File: src/rtl/pdw_pkg.sv
package pdw_pkg;
  // A new level is taken when the present and the previous sample agree on it and it differs from the held level.
  function automatic logic accept_edge(input logic smp_now, input logic smp_prev,
                                       input logic held);
    return (smp_now == smp_prev) && (smp_now != held);
  endfunction

  // Sticky change bits: clear on request, but new events always win.
  function automatic logic [3:0] next_delta(input logic [3:0] cur, input logic clr,
                                            input logic [3:0] evt);
    return (clr ? 4'b0 : cur) | evt;
  endfunction
endpackage

File: src/rtl/pdw_sync.sv
module pdw_sync #(
  parameter int W      = 7,
  parameter int STAGES = 2
) (
  input  logic         clk,
  input  logic         rst_n,
  input  logic [W-1:0] d_i,
  output logic [W-1:0] q_o
);
  logic [W-1:0] stg [STAGES];

  for (genvar s = 0; s < STAGES; s++) begin : g_stage
    always_ff @(posedge clk or negedge rst_n) begin
      if (!rst_n) stg[s] <= '1;
      else if (s == 0) stg[s] <= d_i;
      else stg[s] <= stg[(s == 0) ? 0 : s-1];
    end
  end

  assign q_o = stg[STAGES-1];
endmodule

File: src/rtl/pdw_filter.sv
module pdw_filter
  import pdw_pkg::*;
#(
  parameter int N = 4
) (
  input  logic         clk,
  input  logic         rst_n,
  input  logic         tick_i,
  input  logic [N-1:0] smp_i,
  output logic [N-1:0] level_o,
  output logic [N-1:0] evt_o
);
  for (genvar n = 0; n < N; n++) begin : g_line
    logic prev_q, lvl_q;
    assign evt_o[n]   = tick_i && accept_edge(smp_i[n], prev_q, lvl_q);
    assign level_o[n] = lvl_q;
    always_ff @(posedge clk or negedge rst_n) begin
      if (!rst_n) begin
        prev_q <= 1'b1;
        lvl_q  <= 1'b1;
      end else if (tick_i) begin
        prev_q <= smp_i[n];
        if (evt_o[n]) lvl_q <= smp_i[n];
      end
    end
  end
endmodule

File: src/rtl/pdw_delta_reg.sv
module pdw_delta_reg
  import pdw_pkg::*;
(
  input  logic       clk,
  input  logic       rst_n,
  input  logic       clr_i,
  input  logic [3:0] evt_i,
  output logic [3:0] delta_o
);
  always_ff @(posedge clk or negedge rst_n) begin
    if (!rst_n) delta_o <= '0;
    else delta_o <= next_delta(delta_o, clr_i, evt_i);
  end
endmodule

File: src/rtl/pin_delta_watch.sv
module pin_delta_watch #(
  parameter int RAW_W       = 7,
  parameter int DET_W       = 4,
  parameter int SYNC_STAGES = 2
) (
  input  logic             clk,
  input  logic             rst_n,
  input  logic [RAW_W-1:0] pins_i,
  input  logic             sample_tick_i,
  input  logic             rd_i,
  input  logic             rd_sel_i,
  input  logic [DET_W-1:0] irq_mask_i,
  output logic [RAW_W:0]   rd_data_o,
  output logic             irq_o
);
  localparam int RD_W = RAW_W + 1;

  logic [RAW_W-1:0] raw_sync;
  logic [DET_W-1:0] level_q, change_evt, delta_q;
  logic             clr_rd;

  assign clr_rd = rd_i && rd_sel_i;

  pdw_sync #(.W(RAW_W), .STAGES(SYNC_STAGES)) sync_i (
    .clk(clk), .rst_n(rst_n), .d_i(pins_i), .q_o(raw_sync));

  pdw_filter #(.N(DET_W)) filt_i (
    .clk(clk), .rst_n(rst_n), .tick_i(sample_tick_i),
    .smp_i(raw_sync[DET_W-1:0]), .level_o(level_q), .evt_o(change_evt));

  pdw_delta_reg dreg_i (
    .clk(clk), .rst_n(rst_n), .clr_i(clr_rd), .evt_i(change_evt), .delta_o(delta_q));

  assign rd_data_o = rd_sel_i ? RD_W'({level_q, delta_q}) : {1'b1, raw_sync};
  assign irq_o     = |(delta_q & irq_mask_i);
endmodule

File: config.mk
export PLATFORM = sky130hd
export DESIGN_NAME = pin_delta_watch
export DESIGN_NICKNAME = d
export VERILOG_FILES = /design/src/rtl/pdw_pkg.sv /design/src/rtl/pdw_sync.sv /design/src/rtl/pdw_filter.sv /design/src/rtl/pdw_delta_reg.sv /design/src/rtl/pin_delta_watch.sv
export SDC_FILE = /design/constraint.sdc
export NUM_CORES = 1
export LEC_CHECK = 0
export ABC_AREA = 1
export BUFFER_PORTS_ARGS = -buffer_cell sky130_fd_sc_hd__buf_2
export CORE_MARGIN = 10
export CORE_UTILIZATION = 30
export CTS_CLUSTER_DIAMETER = 50
export DETAILED_ROUTE_END_ITERATION = 10
export PLACE_DENSITY = 0.52
export SLEW_MARGIN = 15
export SYNTH_ARGS = -nofsm -noshare
export SYNTH_HDL_FRONTEND = slang
export SYNTH_SLANG_ARGS = --single-unit
File: constraint.sdc
create_clock -name clk -period 1.7 [get_ports clk]
set_input_delay 0.255 -clock clk [delete_from_list [all_inputs] [get_ports clk]]
set_output_delay 0.255 -clock clk [all_outputs]
set_load 0.02 [all_outputs]
## Word-level counts from Yosys, hierarchy flattened

Cells that the tools add are included.

- Input bits: 16
- Register bits after elaboration: 26

- Bitwise operators: 2
- Muxes and demuxes: 2
- Reductions and logical operators: 14
- Eq/ne operators: 8

Operators with widths:

| kind | number |
|---|---|
| $logic_and 1x1->1 | 9 |
| $mux 8 | 1 |
| $reduce_and 2->1 | 4 |
| $and 4x4->4 | 1 |
| $eq 1x1->1 | 4 |
| $mux 4 | 1 |
| $ne 1x1->1 | 4 |
| $or 4x4->4 | 1 |
| $reduce_or 4->1 | 1 |

## Longest topological paths before layout

Gate-level depths: netlist of run 1.

- Depth in word-level cells: 4
- Mapped depth: 4
- Depth with buffers taken out: 4

## Hierarchy

A second synthesis of run 1 with hierarchy kept.

- Cell total of the unflattened synthesis: 140
- Area total of the unflattened synthesis: 1213.7 µm²

By module, submodules not included:

| module | instances | area an instance (µm²) | cells an instance |
|---|---|---|---|
| pdw_filter | 1 | 496.7 | 67 |
| pdw_sync | 1 | 420.4 | 21 |
| pdw_delta_reg | 1 | 148.9 | 17 |
| pin_delta_watch | 1 | 147.6 | 35 |

## Worst setup path after synthesis of run 1

No wires, ideal clock.

- Kind: register to output
- From: register sync_i.stg (netlist bit sync_i.q_o[0])
- To: output rd_data_o[0]
- Data arrival time: 1048 ps
- Setup slack: 397 ps
- Cell stages (with the launch flop): 3
- Cells stage by stage: dfstp_2 -> inv_1 -> o21ai_0

- Longest elaborated chain between the ends: 1

Ends and longest elaborated chain:

| item | line | text |
|---|---|---|
| start: declaration | pdw_sync.sv:10 | `logic [W-1:0] stg [STAGES];` |
| start signal: indexed assignment | pdw_sync.sv:15 | `else if (s == 0) stg[s] <= d_i;` |
| start signal: indexed assignment | pdw_sync.sv:16 | `else stg[s] <= stg[(s == 0) ? 0 : s-1];` |
| $mux 8 | pin_delta_watch.sv:34 | `assign rd_data_o = rd_sel_i ? RD_W'({level_q, delta_q}) : {1'b1, raw_sync};` |
| end: declaration | pin_delta_watch.sv:13 | `output logic [RAW_W:0] rd_data_o,` |

No other way between the ends.

## Final worst setup path of run 1

- From: register sync_i.stg (netlist bit sync_i.q_o[2])
- To: output rd_data_o[2]

The elaborated chain is that of the path after synthesis.

==> metrics.txt, run 1 <==
Via density 4.34; die height 78.3 um; Detail Route Antenna Nets 0; CTS root buf clkbuf_4; Clk pwr share 21.2%; Hold Crit Class input port to flip-flop; Total Routing Usage GR 7.28%; largest family of logic cells by synthesized area simple AND/OR/NAND/NOR gates; HP Start sample_tick_i; worst setup path class flip-flop to output port; ANT cells 0; Final Max Tran Viols 0; Finished Core Util 39.3%; Int Pwr 1.01 mW; Hold Crit Depth 3; Synthesized Nets 119; row count 21; Sw Share 30.1%; initial antenna violation count 0; Synth Register Bits 26; Inst Count DP 171; first-pass GRT wire length 3690 um; share of the synthesized area in the top cell type 56.6%; Slew @ Worst Pin 0.563 ns; WL/cell 11.6 um; DRC 0; r2r setup slk 0.77 ns; final WL 2120 um; synth unique cells 13; number of H-tree levels 1; fin crit period 1.58 ns; top cells by area, synth dfstp_2 57%, nand2_1 10%, dfrtp_1 9.8%, inv_1 5.5%, o21ai_0 3.9%; number of buffers created by CTS 3; xor/xnor cell area share of the yosys netlist 0%; Yosys warning count 0; worst slack, placed 0.518 ns; placed instance area 0.00118 mm2; total core area 0.00331 mm2; fin cells 183; peak supply drop 0.477 mV; Bufs on Longest Clock Path 2; status finished clean; combinational share of power 21.7%; Post-Syn Instances 103; Max Cap Viol 0; Synth Area in Adders 0%; post-synthesis mux area share 0%; CP Capture Type output port; DP Wirelength 1520 um; Setup TNS 0 ns; Reg2Reg Launch Point sync_i.q_o[0]; vias in the first global route 870; clk_lat worst skew 0.31 ns; area grow syn2layout 27.5%; die width 78.3 um; share of layout cells above drive strength 1 36.5%; reg2reg end dreg_i.delta_o[0]; post-synth top area cell dfstp_2; CTS clk-pin slew, worst paths 0.13 ns; Vias 795; Starting DRT DRC Count 58; largest net degree at the start of global routing 27; DRT Pass-1 Iters 4; Critical Path RT 1.44 ns; worst reg2reg path depth 4; Static Leakage 0.636 nW; CTS tree done; CP startpoint kind flip-flop; Hold Path Sink filt_i.g_line[0].prev_q; Final Cycle Share 93.2%; fin nets 154; crit path max fanout 3; data arrival time of the critical path 1.33 ns; RD Place Congestion 0.700; port bufs 24; Rel. slew slack 62.5%; syn avg cell area 9.91 um2; design area 0.00130 mm2; Net Sw Power 0.435 mW; Flop pwr share 57.1%; final setup fails 0; Mapped Area 0.00102 mm2; Hold Vio Cnt, Final 0; clock skew 0.00196 ns; simple-gate share of the synthesized area 18.6%; pwr dens 1110 mW/mm2; RSZ-0062 raised after global routing no; register area share after synthesis 66.4%; IO Pins 25; Synth Area in Compound Gates 7.84%; Setup WS post-layout 0.116 ns; Max Clock Freq 0.631 GHz; die area 0.00614 mm2; CTS Sinks 26; initial core utilization 30.8%; grt ovf 0
==> routing by layer <==
layer  part of all wire (%)  up-vias  global-route usage [%]  wire length [um]
met5                      0        -                       0                 0
li1                       -      400                       -                 -
met2                     48       16                    12.4              1020
met1                     46      377                    7.94               969
met4                   0.95        0                    4.12                20
met3                    4.9        2                    2.05               104
==> timing repair <==
action / in CTS / in global routing
resized for setup: 0 / 1
setup endpoints to repair: 0 / 1
hold buffers: 7 / 1
buffers inserted: 0 / 0
hold endpoints to repair: 10 / 1
==> layout by cell type, fill, tap and decap left out, types with 3 or more instances in the layout <==
master          n
a21oi_1         4
nand2_1        28
inv_1          15
clkbuf_4        3
nand4_1         6
dfrtp_1         4
buf_2          23
dlygate4sd3_1   8
nand3_1         5
nor2_1          6
dfstp_2        22
o21ai_0         8
==> state kept, by name, indices dropped and copies added (netlist names) <==
signal / cells
sync_i.q_o: 7
sync_i.stg: 7
dreg_i.delta_o: 4
filt_i.g_line.lvl_q: 4
filt_i.g_line.prev_q: 4
==> metrics by stage <==
step                      hold slack [ns]  power [mW]
final                               0.264        1.44
after global routing                0.260        1.55
after CTS                         0.00468        1.47
after detailed placement            0.285        1.14
after global placement              0.278        1.13
after floorplan                   -0.0406        1.02
==> critical path, stage by stage (launching register included) <==
cell and delay (ns):
dfstp_2 0.56, inv_1 0.06, o21ai_0 0.21, buf_4 0.19
==> cell type report <==
| cell class | count | area [um2] |
|---|---|---|
| Clock buffer | 4 | 36.3 |
| Fill cell | 350 | 2010 |
| Inverter | 15 | 56.3 |
| Multi-Input combinational cell | 60 | 270 |
| Sequential cell | 26 | 678 |
| Tap cell | 46 | 57.6 |
| Timing Repair Buffer | 32 | 203 |
==> worst max path at each step <==
| stage | slack, ns | from | endpoint | cells past startpoint |
|---|---|---|---|---|
| final | 0.12 | sync_i.q_o[2] | rd_data_o[2] | 3 |
| after global routing | 0.007 | sync_i.q_o[2] | rd_data_o[2] | 3 |
| after CTS | 0.12 | sync_i.q_o[2] | rd_data_o[2] | 3 |
| after detailed placement | 0.52 | sync_i.q_o[2] | rd_data_o[2] | 3 |
| after global placement | 0.53 | sync_i.q_o[0] | rd_data_o[0] | 3 |
| after floorplan | 0.40 | sync_i.q_o[0] | rd_data_o[0] | 2 |
==> kinds of logic after synthesis <==
logic type,after synthesis
buffers and inverters,17
and+or+nand+nor,45
DFF,26
AOI/OAI and AO/OA,15
==> synth_stat cells, drive strengths merged <==
master and count:
a21oi 4, buf 2, dfrtp 4, dfstp 22, inv 15, nand2 28
nand3 5, nand4 6, nor2 6, o21a 2, o21ai 9
==> power by group through the flow <==
stage | clock network [mW] | registers (mW) | logic (mW)
floorplan | 0 | 0.813 | 0.204
global placement | 0 | 0.828 | 0.299
detailed placement | 0 | 0.832 | 0.305
CTS | 0.332 | 0.823 | 0.318
global route | 0.357 | 0.837 | 0.356
finish | 0.306 | 0.824 | 0.313
Note: power is estimated with default switching activity, not from simulation.
==> inputs of run 2 (changes only) <==
Settings changed: MAX_ROUTING_LAYER set to met4.
==> metrics.txt, run 2 (synthesized netlist as in run 1, its figures left out) <==
worst setup path class flip-flop to output port; final setup fails 0; fin crit period 1.56 ns; largest net degree at the start of global routing 27; share of layout cells above drive strength 1 36.5%; row count 21; grt ovf 0; initial core utilization 30.8%; Hold Crit Class input port to flip-flop; Max Cap Viol 0; Reg2Reg Launch Point sync_i.q_o[0]; Critical Path RT 1.44 ns; Setup TNS 0 ns; Bufs on Longest Clock Path 2; Critical Path Source sync_i.q_o[2]; RD Place Congestion 0.708; total core area 0.00331 mm2; DP Wirelength 1520 um; CTS Sinks 26; Reg area 678 um2; Max Clock Freq 0.641 GHz; worst reg2reg path depth 4; DRT Pass-1 Iters 4; fin nets 154; clk_lat worst skew 0.32 ns; number of fill cells 350; DRC 0; multi-input logic area 270 um2; most frequent cells in the layout 28 x nand2_1, 23 x buf_2, 22 x dfstp_2; port bufs 24; RSZ-0062 raised after global routing no; die height 78.3 um; pwr dens 1110 mW/mm2; crit path max fanout 3; Vias 789; CTS root buf clkbuf_4; first-pass GRT wire length 3680 um; CP endpoint rd_data_o[2]; CP Capture Type output port; initial antenna violation count 0; Final Max Tran Viols 0; final WL 2110 um; r2r setup slk 0.77 ns; number of buffers created by CTS 3; Rel. slew slack 62.6%; vias in the first global route 870; Detail Route Antenna Nets 0; fin cells 183; Total Routing Usage GR 7.49%; die area 0.00614 mm2; Inst Count DP 171; Hold Vio Cnt, Final 0; Final Cycle Share 91.8%; ANT cells 0; most common cell after layout, fill and taps aside nand2_1; clock skew 0.00184 ns; Starting DRT DRC Count 61; number of H-tree levels 1; reg2reg end dreg_i.delta_o[0]; status finished clean; peak supply drop 0.480 mV; CP startpoint kind flip-flop; CTS clk-pin slew, worst paths 0.13 ns; WL/cell 11.5 um; Static Leakage 0.636 nW; Via density 4.31; Slew @ Worst Pin 0.560 ns; CTS tree done; IO Pins 25; area grow syn2layout 27.5%; data arrival time of the critical path 1.31 ns; die width 78.3 um
==> run 2: cell counts in the layout (fill, tap and decap cells not counted) <==
Identical to the previous run, type by type.
==> run 2: worst min-delay path by stage <==
stage                        startpoint                 endpoint  slack, ns  cells after the start
after CTS                     pins_i[1]            sync_i.stg[8]      0.005                      1
after floorplan                   rst_n        dreg_i.delta_o[0]      -0.04                      0
after detailed placement          rst_n        dreg_i.delta_o[3]       0.29                      1
after global routing      sample_tick_i  filt_i.g_line[0].prev_q       0.26                      3
final                     sample_tick_i  filt_i.g_line[0].prev_q       0.26                      3
after global placement            rst_n        dreg_i.delta_o[3]       0.28                      1
==> run 2: report_power, final <==
group	leakage [nW]	switching (mW)	internal (mW)	total, mW
sequential	0.281	0.0694	0.755	0.824
combinational	0.334	0.190	0.123	0.313
clock	0.0210	0.177	0.131	0.308
total	0.636	0.437	1.01	1.45
==> run 2: worst max-delay path: stages (launching register included) <==
cell and delay, ns:
dfstp_2 0.56, inv_1 0.06, o21ai_0 0.19, buf_4 0.18
==> run 2: what timing repair did <==
item                                    4_1_cts  5_1_grt
hold buffers                                  7        1
endpoints found under the setup margin        0        1
gates resized for setup                       0        1
hold endpoints to repair                     10        1
buffers inserted                              0        0
==> run 2: per-stage QoR <==
stage	instance area [um2]	worst slack [ns]	hold WS (ns)	total power [mW]	util, %
after global routing	1300	0.00717	0.260	1.55	39.3
after global placement	1180	0.527	0.278	1.13	35.7
final	1300	0.139	0.259	1.45	39.3
after detailed placement	1180	0.518	0.285	1.14	35.7
after CTS	1290	0.124	0.00468	1.47	38.9
after floorplan	1020	0.397	-0.0406	1.02	-
==> run 2: final cells by class <==
cell class	count	area share, %
Timing Repair Buffer	32	15.6
Clock buffer	4	2.79
Inverter	15	4.33
Tap cell	46	4.42
Multi-Input combinational cell	60	20.8
Sequential cell	26	52.1
==> run 2: per-layer routing <==
| layer | routed length (um) | GRT usage, % |
|---|---|---|
| met5 | 0 | - |
| met4 | 29 | 4.12 |
| met3 | 88 | 1.94 |
| met2 | 1020 | 12.4 |
| met1 | 976 | 8.00 |
==> inputs of run 3 (changes only) <==
--- a/config.mk
+++ b/config.mk
@@ -8,3 +8,2 @@
 export ABC_AREA = 1
-export BUFFER_PORTS_ARGS = -buffer_cell sky130_fd_sc_hd__buf_2
 export CORE_MARGIN = 10
@@ -13,4 +12,5 @@
 export DETAILED_ROUTE_END_ITERATION = 10
+export DONT_BUFFER_PORTS = 1
 export MAX_ROUTING_LAYER = met4
-export PLACE_DENSITY = 0.52
+export PLACE_DENSITY = 0.46
 export SLEW_MARGIN = 15
==> constraint.sdc (replaced) <==
create_clock -name clk -period 1.7 [get_ports clk]
set_input_delay 0.34 -clock clk [delete_from_list [all_inputs] [get_ports clk]]
set_output_delay 0.34 -clock clk [all_outputs]
set_load 0.02 [all_outputs]
==> metrics.txt, run 3 (synthesized netlist as in run 1, its figures left out) <==
status finished clean; die height 78.3 um; Reg area 678 um2; Setup WS post-layout 0.123 ns; CTS root buf clkbuf_4; CP startpoint kind flip-flop; fin crit period 1.58 ns; WL/cell 11.7 um; Max Clock Freq 0.634 GHz; Starting DRT DRC Count 37; Inst Count DP 152; largest net degree at the start of global routing 27; Reg2Reg Launch Point sync_i.q_o[1]; most frequent cells in the layout 28 x nand2_1, 22 x dfstp_2, 15 x inv_1; peak supply drop 0.455 mV; CP cell instances inv_1, o21ai_0, buf_4; crit path max fanout 3; total core area 0.00331 mm2; die area 0.00614 mm2; Final Cycle Share 92.7%; multi-input logic area 278 um2; row count 21; CP endpoint rd_data_o[0]; number of fill cells 355; r2r setup slk 0.77 ns; pwr dens 1210 mW/mm2; Hold Crit Class input port to flip-flop; Critical Path RT 1.36 ns; Finished Core Util 38.1%; Final Max Tran Viols 0; initial core utilization 30.8%; Critical Path Source sync_i.q_o[0]; DRT Pass-1 Iters 4; share of layout cells above drive strength 1 28.6%; vias in the first global route 685; ANT cells 0; Setup TNS 0 ns; number of buffers created by CTS 3; worst reg2reg path depth 4; IO Pins 25; Rel. slew slack 81.0%; Detail Route Antenna Nets 0; RD Place Congestion 0.781; die width 78.3 um; Slowest-stage cell, CP dfstp_2; most common cell after layout, fill and taps aside nand2_1; power after layout 1.52 mW; Max Cap Viol 0; data arrival time of the critical path 1.24 ns; clock skew 0.00389 ns; number of H-tree levels 1; Via density 4.26; fin nets 136; worst slack, placed 0.384 ns; clk_lat worst skew 0.31 ns; CTS Sinks 26; RSZ-0062 raised after global routing no; Vias 703; Hold Crit Depth 1; area grow syn2layout 23.4%; port bufs 0; DP Wirelength 1410 um; reg2reg end filt_i.g_line[1].lvl_q; Bufs on Longest Clock Path 2; first-pass GRT wire length 3290 um; Total Routing Usage GR 6.91%; initial antenna violation count 0; final WL 1940 um; fin cells 165; final setup fails 0; CTS clk-pin slew, worst paths 0.14 ns; CTS tree done; Slew @ Worst Pin 0.285 ns; worst setup path class flip-flop to output port; Static Leakage 0.582 nW; CP Capture Type output port; max incr delay on CP 0.56 ns; DRC 0; grt ovf 0; Hold Vio Cnt, Final 0
run 3: changes by cell type in the layout (fill, tap and decap cells not counted):
| cell | change |
|---|---|
| buf_2 | -23 |
| buf_4 | +4 |
| o21ai_0 | -1 |
| o21ai_1 | +1 |
| bufinv_16 | +1 |
| a21oi_1 | -2 |
| clkbuf_8 | -1 |
| buf_12 | +1 |
| a21oi_2 | +2 |
run 3: metal layers:
metal / global-route usage (%) / wire (um)
met3: 3.53 / 143
met1: 7.81 / 870
met5: - / 0
met2: 10.4 / 903
met4: 2.15 / 20
run 3: area by class of cell:
class	count	area share, %
repair buffers	14	10.9
inverters	15	4.47
flip-flops and latches	26	53.8
multi-input cells	60	22.0
clock buffers	3	1.79
well taps	46	4.57
clock inverters	1	2.38
run 3: power by group:
part	internal, mW	total (mW)	switching, mW
clock	0.238	0.413	0.175
combinational	0.113	0.290	0.177
sequential	0.754	0.820	0.0654
total	1.11	1.52	0.418
run 3: stage by stage:
| step | cell area, um2 | hold slack, ns |
|---|---|---|
| 5_1_grt | 1260 | 0.0445 |
| 3_3_place_gp | 1100 | 0.0455 |
| 4_1_cts | 1250 | 0.0674 |
| 2_1_floorplan | 1020 | 0.0444 |
| 3_5_place_dp | 1100 | 0.0462 |
| 6_report | 1260 | 0.0778 |
run 3: what timing repair did:
item                                    4_1_cts  5_1_grt
resized for setup                             0        3
hold endpoints to repair                     33        0
endpoints found under the setup margin        0        3
hold buffers                                  9        0
setup buffers                                 0        0
run 3: worst min path at each step:
stage	from	end	slack, ns
2_1_floorplan	rst_n	dreg_i.delta_o[0]	0.04
5_1_grt	sample_tick_i	filt_i.g_line[0].prev_q	0.04
6_report	sample_tick_i	filt_i.g_line[0].prev_q	0.08
3_5_place_dp	rst_n	dreg_i.delta_o[3]	0.05
4_1_cts	sample_tick_i	filt_i.g_line[0].prev_q	0.07
3_3_place_gp	rst_n	dreg_i.delta_o[0]	0.05
run 3: worst max-delay path, delay by kind of cell, from the launching register on:
family | cells | cell delay (ns)
DFF | 1 | 0.56
AOI/OAI and AO/OA | 1 | 0.14
buffers and inverters | 2 | 0.23
